**config.mk**
```make
export PLATFORM = sky130hd
export DESIGN_NAME = mux_host_rd_port
export DESIGN_NICKNAME = d
export VERILOG_FILES = /design/src/rtl/hrp_pkg.sv /design/src/rtl/hrp_front.sv /design/src/rtl/hrp_seq.sv /design/src/rtl/hrp_dpath.sv /design/src/rtl/mux_host_rd_port.sv
export SDC_FILE = /design/constraint.sdc
export NUM_CORES = 1
export LEC_CHECK = 0
export ABC_AREA = 1
export CORE_AREA = 5 5 94 96
export DETAILED_ROUTE_END_ITERATION = 16
export DIE_AREA = 0 0 99 101
export PLACE_DENSITY_LB_ADDON = 0.2
export SLEW_MARGIN = 0
export SYNTH_ARGS = -nofsm -noshare
export SYNTH_HDL_FRONTEND = slang
export SYNTH_SLANG_ARGS = --single-unit
```
**constraint.sdc**
```tcl
create_clock -name clk -period 1.6 [get_ports clk]
set_input_delay 0.24 -clock clk [delete_from_list [all_inputs] [get_ports clk]]
set_output_delay 0.24 -clock clk [all_outputs]
set_load 0.1 [all_outputs]
```
**src/rtl/hrp_pkg.sv**
```systemverilog
package hrp_pkg;

  localparam int BUS_W  = 16;
  localparam int WORD_W = 24;

  typedef enum logic [2:0] {
    S_IDLE  = 3'd0,
    S_ARMED = 3'd1,
    S_WAIT  = 3'd2,
    S_VALID = 3'd3,
    S_HOLD  = 3'd4
  } hrp_state_e;

  // bus beats needed to move one word
  function automatic logic [2:0] beat_count(input logic bus16, input logic word24);
    case ({bus16, word24})
      2'b00:   beat_count = 3'd2;
      2'b01:   beat_count = 3'd4;
      2'b10:   beat_count = 3'd1;
      default: beat_count = 3'd2;
    endcase
  endfunction

endpackage

```
**src/rtl/hrp_front.sv**
```systemverilog
module hrp_front #(
  parameter int ADDR_W = 16
) (
  input  logic              clk,
  input  logic              rst_n,
  input  logic              sel_mem,
  input  logic              sel_io,
  input  logic              ale,
  input  logic              rd,
  input  logic [15:0]       ad_in,
  output logic              sel_any,
  output logic              rd_rise,
  output logic              addr_load,
  output logic [ADDR_W-1:0] addr_q,
  output logic              space_q
);

  logic              ale_q, rd_q, sel_ok;
  logic              sel_ok_d;
  logic [ADDR_W-1:0] addr_d;
  logic              space_d;

  assign sel_any   = sel_mem | sel_io;
  assign rd_rise   = rd & ~rd_q & ~ale;
  assign addr_load = ale_q & ~ale & sel_ok & sel_any;

  always_comb begin
    sel_ok_d = sel_ok;
    addr_d   = addr_q;
    space_d  = space_q;
    if (ale && !ale_q) sel_ok_d = sel_any;
    if (addr_load) begin
      addr_d  = ad_in[ADDR_W-1:0];
      space_d = sel_io;
    end
  end

  always_ff @(posedge clk or negedge rst_n) begin
    if (!rst_n) begin
      ale_q   <= 1'b0;
      rd_q    <= 1'b0;
      sel_ok  <= 1'b0;
      addr_q  <= '0;
      space_q <= 1'b0;
    end else begin
      ale_q   <= ale;
      rd_q    <= rd;
      sel_ok  <= sel_ok_d;
      addr_q  <= addr_d;
      space_q <= space_d;
    end
  end

endmodule

```
**src/rtl/hrp_seq.sv**
```systemverilog
module hrp_seq
  import hrp_pkg::*;
#(
  parameter int FIRST_LAT = 12,
  parameter int NEXT_LAT  = 3
) (
  input  logic       clk,
  input  logic       rst_n,
  input  logic       cfg_ready,
  input  logic       cfg_bus16,
  input  logic       cfg_word24,
  input  logic       addr_load,
  input  logic       sel_any,
  input  logic       rd_rise,
  input  logic       rd_lvl,
  input  logic       mem_gnt,
  output logic       hs,
  output logic       oe,
  output logic       mem_req,
  output logic       buf_load,
  output logic [1:0] beat
);

  localparam int CNT_W = $clog2(FIRST_LAT + NEXT_LAT + 1) + 1;
  localparam logic [CNT_W-1:0] CNT_MAX   = '1;
  localparam logic [CNT_W-1:0] LAT_FIRST = CNT_W'(FIRST_LAT);
  localparam logic [CNT_W-1:0] LAT_NEXT  = CNT_W'(NEXT_LAT);

  hrp_state_e       st, st_d;
  logic [CNT_W-1:0] cnt, cnt_d;
  logic [1:0]       beat_d;
  logic             req_d, have, have_d;
  logic [CNT_W-1:0] lat;
  logic             last;

  assign lat      = (beat == 2'd0) ? LAT_FIRST : LAT_NEXT;
  assign last     = ({1'b0, beat} + 3'd1) == beat_count(cfg_bus16, cfg_word24);
  assign buf_load = mem_req & mem_gnt;
  assign hs       = cfg_ready ? (st != S_WAIT) : (st == S_VALID);
  assign oe       = (st == S_VALID) || (st == S_HOLD);

  always_comb begin
    st_d   = st;
    cnt_d  = cnt;
    beat_d = beat;
    req_d  = mem_req;
    have_d = have;
    case (st)
      S_IDLE: begin
        if (addr_load) begin
          st_d   = S_ARMED;
          beat_d = 2'd0;
        end
      end
      S_ARMED: begin
        if (addr_load) begin
          beat_d = 2'd0;
        end else if (!sel_any) begin
          st_d = S_IDLE;
        end else if (rd_rise) begin
          cnt_d = CNT_W'(1);
          if (beat == 2'd0) begin
            st_d   = S_WAIT;
            req_d  = 1'b1;
            have_d = 1'b0;
          end else if (cfg_ready) begin
            st_d = S_VALID;
          end else begin
            st_d = S_WAIT;
          end
        end
      end
      S_WAIT: begin
        if (cnt != CNT_MAX) cnt_d = cnt + CNT_W'(1);
        if (mem_req && mem_gnt) begin
          req_d  = 1'b0;
          have_d = 1'b1;
        end
        if (have && cnt >= lat) st_d = S_VALID;
      end
      S_VALID: begin
        if (!rd_lvl) st_d = S_HOLD;
      end
      S_HOLD: begin
        beat_d = beat + 2'd1;
        st_d   = last ? S_IDLE : S_ARMED;
      end
      default: st_d = S_IDLE;
    endcase
  end

  always_ff @(posedge clk or negedge rst_n) begin
    if (!rst_n) begin
      st      <= S_IDLE;
      cnt     <= '0;
      beat    <= 2'd0;
      mem_req <= 1'b0;
      have    <= 1'b0;
    end else begin
      st      <= st_d;
      cnt     <= cnt_d;
      beat    <= beat_d;
      mem_req <= req_d;
      have    <= have_d;
    end
  end

endmodule

```
**src/rtl/hrp_dpath.sv**
```systemverilog
module hrp_dpath
  import hrp_pkg::*;
(
  input  logic              clk,
  input  logic              rst_n,
  input  logic              buf_load,
  input  logic [WORD_W-1:0] mem_rdata,
  input  logic              cfg_bus16,
  input  logic              cfg_word24,
  input  logic [1:0]        beat,
  input  logic              oe,
  output logic [BUS_W-1:0]  ad_out
);

  logic [WORD_W-1:0] wbuf, wbuf_d;
  logic [31:0]       wide;

  always_comb begin
    wbuf_d = wbuf;
    if (buf_load) wbuf_d = mem_rdata;
  end

  always_ff @(posedge clk or negedge rst_n) begin
    if (!rst_n) wbuf <= '0;
    else        wbuf <= wbuf_d;
  end

  assign wide = {8'h00, (cfg_word24 ? wbuf[23:16] : 8'h00), wbuf[15:0]};

  always_comb begin
    if (!oe)            ad_out = '0;
    else if (cfg_bus16) ad_out = wide[{beat[0], 4'b0000} +: 16];
    else                ad_out = {8'h00, wide[{beat, 3'b000} +: 8]};
  end

endmodule

```
**src/rtl/mux_host_rd_port.sv**
```systemverilog
module mux_host_rd_port
  import hrp_pkg::*;
#(
  parameter int ADDR_W    = 16,
  parameter int FIRST_LAT = 12,
  parameter int NEXT_LAT  = 3
) (
  input  logic              clk,
  input  logic              rst_n,
  input  logic              cfg_ready_mode,
  input  logic              cfg_bus16,
  input  logic              cfg_word24,
  input  logic              hst_sel_mem,
  input  logic              hst_sel_io,
  input  logic              hst_ale,
  input  logic              hst_rd,
  input  logic [15:0]       hst_ad_in,
  output logic [15:0]       hst_ad_out,
  output logic              hst_ad_oe,
  output logic              hst_hs,
  output logic              mem_req,
  output logic [ADDR_W-1:0] mem_addr,
  output logic              mem_space,
  input  logic              mem_gnt,
  input  logic [23:0]       mem_rdata
);

  logic [1:0] rst_pipe;
  logic       rst_int_n;
  logic       sel_any, rd_rise, addr_load, buf_load;
  logic [1:0] beat;

  always_ff @(posedge clk or negedge rst_n) begin
    if (!rst_n) rst_pipe <= 2'b00;
    else        rst_pipe <= {rst_pipe[0], 1'b1};
  end
  assign rst_int_n = rst_pipe[1];

  hrp_front #(.ADDR_W(ADDR_W)) i_front (
    .clk      (clk),
    .rst_n    (rst_int_n),
    .sel_mem  (hst_sel_mem),
    .sel_io   (hst_sel_io),
    .ale      (hst_ale),
    .rd       (hst_rd),
    .ad_in    (hst_ad_in),
    .sel_any  (sel_any),
    .rd_rise  (rd_rise),
    .addr_load(addr_load),
    .addr_q   (mem_addr),
    .space_q  (mem_space)
  );

  hrp_seq #(.FIRST_LAT(FIRST_LAT), .NEXT_LAT(NEXT_LAT)) i_seq (
    .clk       (clk),
    .rst_n     (rst_int_n),
    .cfg_ready (cfg_ready_mode),
    .cfg_bus16 (cfg_bus16),
    .cfg_word24(cfg_word24),
    .addr_load (addr_load),
    .sel_any   (sel_any),
    .rd_rise   (rd_rise),
    .rd_lvl    (hst_rd),
    .mem_gnt   (mem_gnt),
    .hs        (hst_hs),
    .oe        (hst_ad_oe),
    .mem_req   (mem_req),
    .buf_load  (buf_load),
    .beat      (beat)
  );

  hrp_dpath i_dpath (
    .clk       (clk),
    .rst_n     (rst_int_n),
    .buf_load  (buf_load),
    .mem_rdata (mem_rdata),
    .cfg_bus16 (cfg_bus16),
    .cfg_word24(cfg_word24),
    .beat      (beat),
    .oe        (hst_ad_oe),
    .ad_out    (hst_ad_out)
  );

endmodule

```
==> key figures <==
Clock tree
  • Clk buf depth: 2
  • Insertion delay of the later-clocked pin in the worst-skew pair: 0.34 ns
  • Worst-path clk slew: about 0.070 ns
  • CTS sink count: 58
  • CTS tree: built
  • Htree depth: 3
  • # hold bufs at CTS: 0
  • Root buffer cell: clkbuf_8
  • CTS buffer count: 9

Drt
  • DR vias: ~2,900
  • WL/cell: between 10 and 15 um
  • WL final: ~8.8 mm
  • Drt first pass iters: 4
  • DRT iter0 DRCs: 118
  • # DRC: 0
  • Via density: 4.82
  • Routed Antenna Nets: 0

Run status
  • Status: finished, violations left
  • Failing checks: setup timing

Global routing
  • Largest net degree at the start of global routing: 39
  • First-pass GRT wire length: around 15 mm
  • Congestion Overflow GR: 0
  • Antenna violations before repair: 0
  • Via count of the first global-routing pass: between 3,000 and 4,000
  • Gr usage total: a little under a fifth

Hold path
  • Worst hold path class: primary input to async pin

Synthesis
  • Post-synthesis cell type with the largest combined area: dfrtp_1
  • Area share of the largest cell type after synthesis: a little under half
  • Number of unique standard cell types used by synthesis: 35
  • Synth Cell Area: roughly 3000 um2
  • Ys Warns: 0
  • Synth Net Count: between 400 and 500
  • Cells after Synth: between 300 and 400
  • Seq cells post-synth: 58
  • Register area share after synthesis: 47.1%
  • Avg Inst Size Synth: around 8.3 um2
  • Synth top area cells: dfrtp_1 47%, nand2_1 14%, mux2_2 6.2%

Final layout
  • Antenna fix cells: 0
  • Layout fillers: 612
  • Synthesis-to-layout area growth: 74.3%
  • Share of post-route cells with drive strength above 1: 39.2%
  • Most frequent cells in the layout: 102 x nand2_1, 55 x dfrtp_1, 48 x clkdlybuf4s50_1
  • Final core occ: about 67%
  • Fin cells: a little over 600
  • Most common cell after layout, fill and taps aside: nand2_1
  • Final nets: between 500 and 600

Critical path
  • CP Launch Type: flop
  • Crit path to: hst_ad_out[7]
  • CP Capture Type: primary output
  • Critical path startpoint: i_seq.beat[0]
  • Flop-to-flop setup slack: -0.26 ns
  • Crit path required time: ~1.4 ns
  • CP Class: flop to primary output
  • CP max FO: 4
  • WP data arrival: about 1.8 ns
  • Reg2reg end: i_seq.st[1]
  • Cells on worst reg2reg path: 13
  • Worst reg2reg startpoint: i_seq.beat[0]

Floorplan
  • Die area: 10000 um2
  • Chip width: 99 um
  • Chip Height: 101 um
  • Initial Utilization: ~39%
  • Top Ports: 86
  • Site Rows: 33
  • Core Area: 7970 um2

STA
  • Worst clock skew: ~0.009 ns
  • RSZ-0062 raised after global routing: yes
  • Period utilisation layout: 125%
  • Final hold viol count: 0
  • Fin. max-slew vios: 0
  • Post-route minimum period: ~2.0 ns
  • Setup Viol. Count Final: 21
  • Fin Hold WS: between 0.05 and 0.06 ns
  • Max Fclk: ~500 MHz
  • Final setup margin: -0.394 ns

Power and ir drop
  • Total Power: just over 10 mW
  • Pwr dens: between 1500 and 2000 nW/um2
  • Leak pwr: roughly 2.4 nW
  • VDD IR max: roughly 0.00081 V

Placed design
  • Buffers on Ports: 85
  • HPWL Detailed: a little over 6 mm
  • Inst Count DP: 582
  • Pre-CTS setup slack: -0.255 ns
  • GPL Wtd Cong: 0.837

Flow run
  • Maxcap violations: 0
[how the worst min path moves through the flow]
stage / depth (start not counted) / to / start
after floorplan: 0 / rst_pipe[0] / rst_n
after global placement: 0 / i_dpath.wbuf[3] / rst_pipe[1]
after detailed placement: 0 / i_dpath.wbuf[1] / rst_pipe[1]
after CTS: 1 / rst_pipe[0] / rst_n
after global routing: 1 / rst_pipe[0] / rst_n
final: 1 / rst_pipe[0] / rst_n
[logic make-up after synthesis]
family                   Yosys count  synth area share (%)
AND/OR/NAND/NOR                  181                  26.0
flip-flops                        58                  47.1
AO/OA/AOI/OAI                     54                  9.54
buffers and inverters             47                  6.33
multiplexers                      17                  6.21
adder cells (fa/ha/maj)           11                  4.46
other                              1                 0.122
XOR/XNOR                           1                 0.284
[repair_timing]
item,4_1_cts,5_1_grt
setup buffers,6,1
pin swaps,23,6
gates cloned,1,0
endpoints found under the hold margin,0,0
endpoints found under the setup margin,21,24
resized for setup,59,9
[worst max-delay path, stage by stage, from the launching register on]
cell and delay (ns):
dfrtp_1 0.42, inv_2 0.14, nand2_4 0.07, buf_4 0.14
o21ai_4 0.14, a31oi_4 0.06, nor3_4 0.23, buf_12 0.20
[metal layers]
| metal | vias to the layer above | track usage (%) | wire length (um) |
|---|---|---|---|
| li1 | 1440 | - | - |
| met1 | 1380 | 24.7 | 3770 |
| met2 | 86 | 30.6 | 4300 |
| met3 | 13 | 5.61 | 630 |
| met4 | 0 | 5.78 | 131 |
| met5 | - | 0 | 0 |
[state kept, by name, summed over array words and instances, names as in the netlist]
register and flops:
i_dpath.wbuf 24, i_front.addr_q 16, i_seq.cnt 5, i_seq.st 3, i_seq.beat 2, rst_pipe 2, i_front.ale_q 1, i_front.rd_q 1
i_front.sel_ok 1, i_front.space_q 1, i_seq.have 1, i_seq.mem_req 1
[layout make-up]
cell class / count / area, um2 / area share, %
clock buffer: 10 / 128 / 2.38
clock inverter: 6 / 67.6 / 1.26
inverter: 36 / 158 / 2.93
multi-input combinational: 265 / 1860 / 34.6
sequential: 58 / 1460 / 27.1
tap: 105 / 131 / 2.45
timing repair buffer: 125 / 1570 / 29.3
[synthesized netlist by cell type]
library cell,count
nand3_4,1
mux2_2,17
conb_1,1
nand3b_1,2
nand4_1,2
nor3_1,9
nor2_4,1
inv_2,5
clkbuf_1,2
or2_2,6
nand3_1,8
nand3_2,1
a31oi_1,4
buf_2,7
xnor2_1,1
nor2_2,3
dfrtp_1,58
o21ai_2,1
inv_4,1
a21oi_1,23
buf_6,1
inv_1,29
nor2_1,29
nand2_4,1
nor3_2,4
o21ai_4,1
nand2_2,2
clkinv_1,1
ha_1,11
o22ai_1,1
buf_1,1
nand2_1,112
a21boi_0,1
o21ai_1,5
o21ai_0,18
[where the power goes]
| part | internal, mW | total (mW) | switching (mW) |
|---|---|---|---|
| Combinational | 2.51 | 6.48 | 3.97 |
| Clock | 0.721 | 1.36 | 0.635 |
| Sequential | 1.97 | 2.38 | 0.401 |
| Total | 5.21 | 10.2 | 5.00 |
[metrics by stage]
step	setup TNS [ns]	area, um2
floorplan	-7.03	3330
global placement	-2.61	4890
detailed placement	-3.23	4890
CTS	-6.40	5360
global route	-8.02	5370
finish	-6.37	5370
No activity file was read; power rests on OpenSTA's default activity.
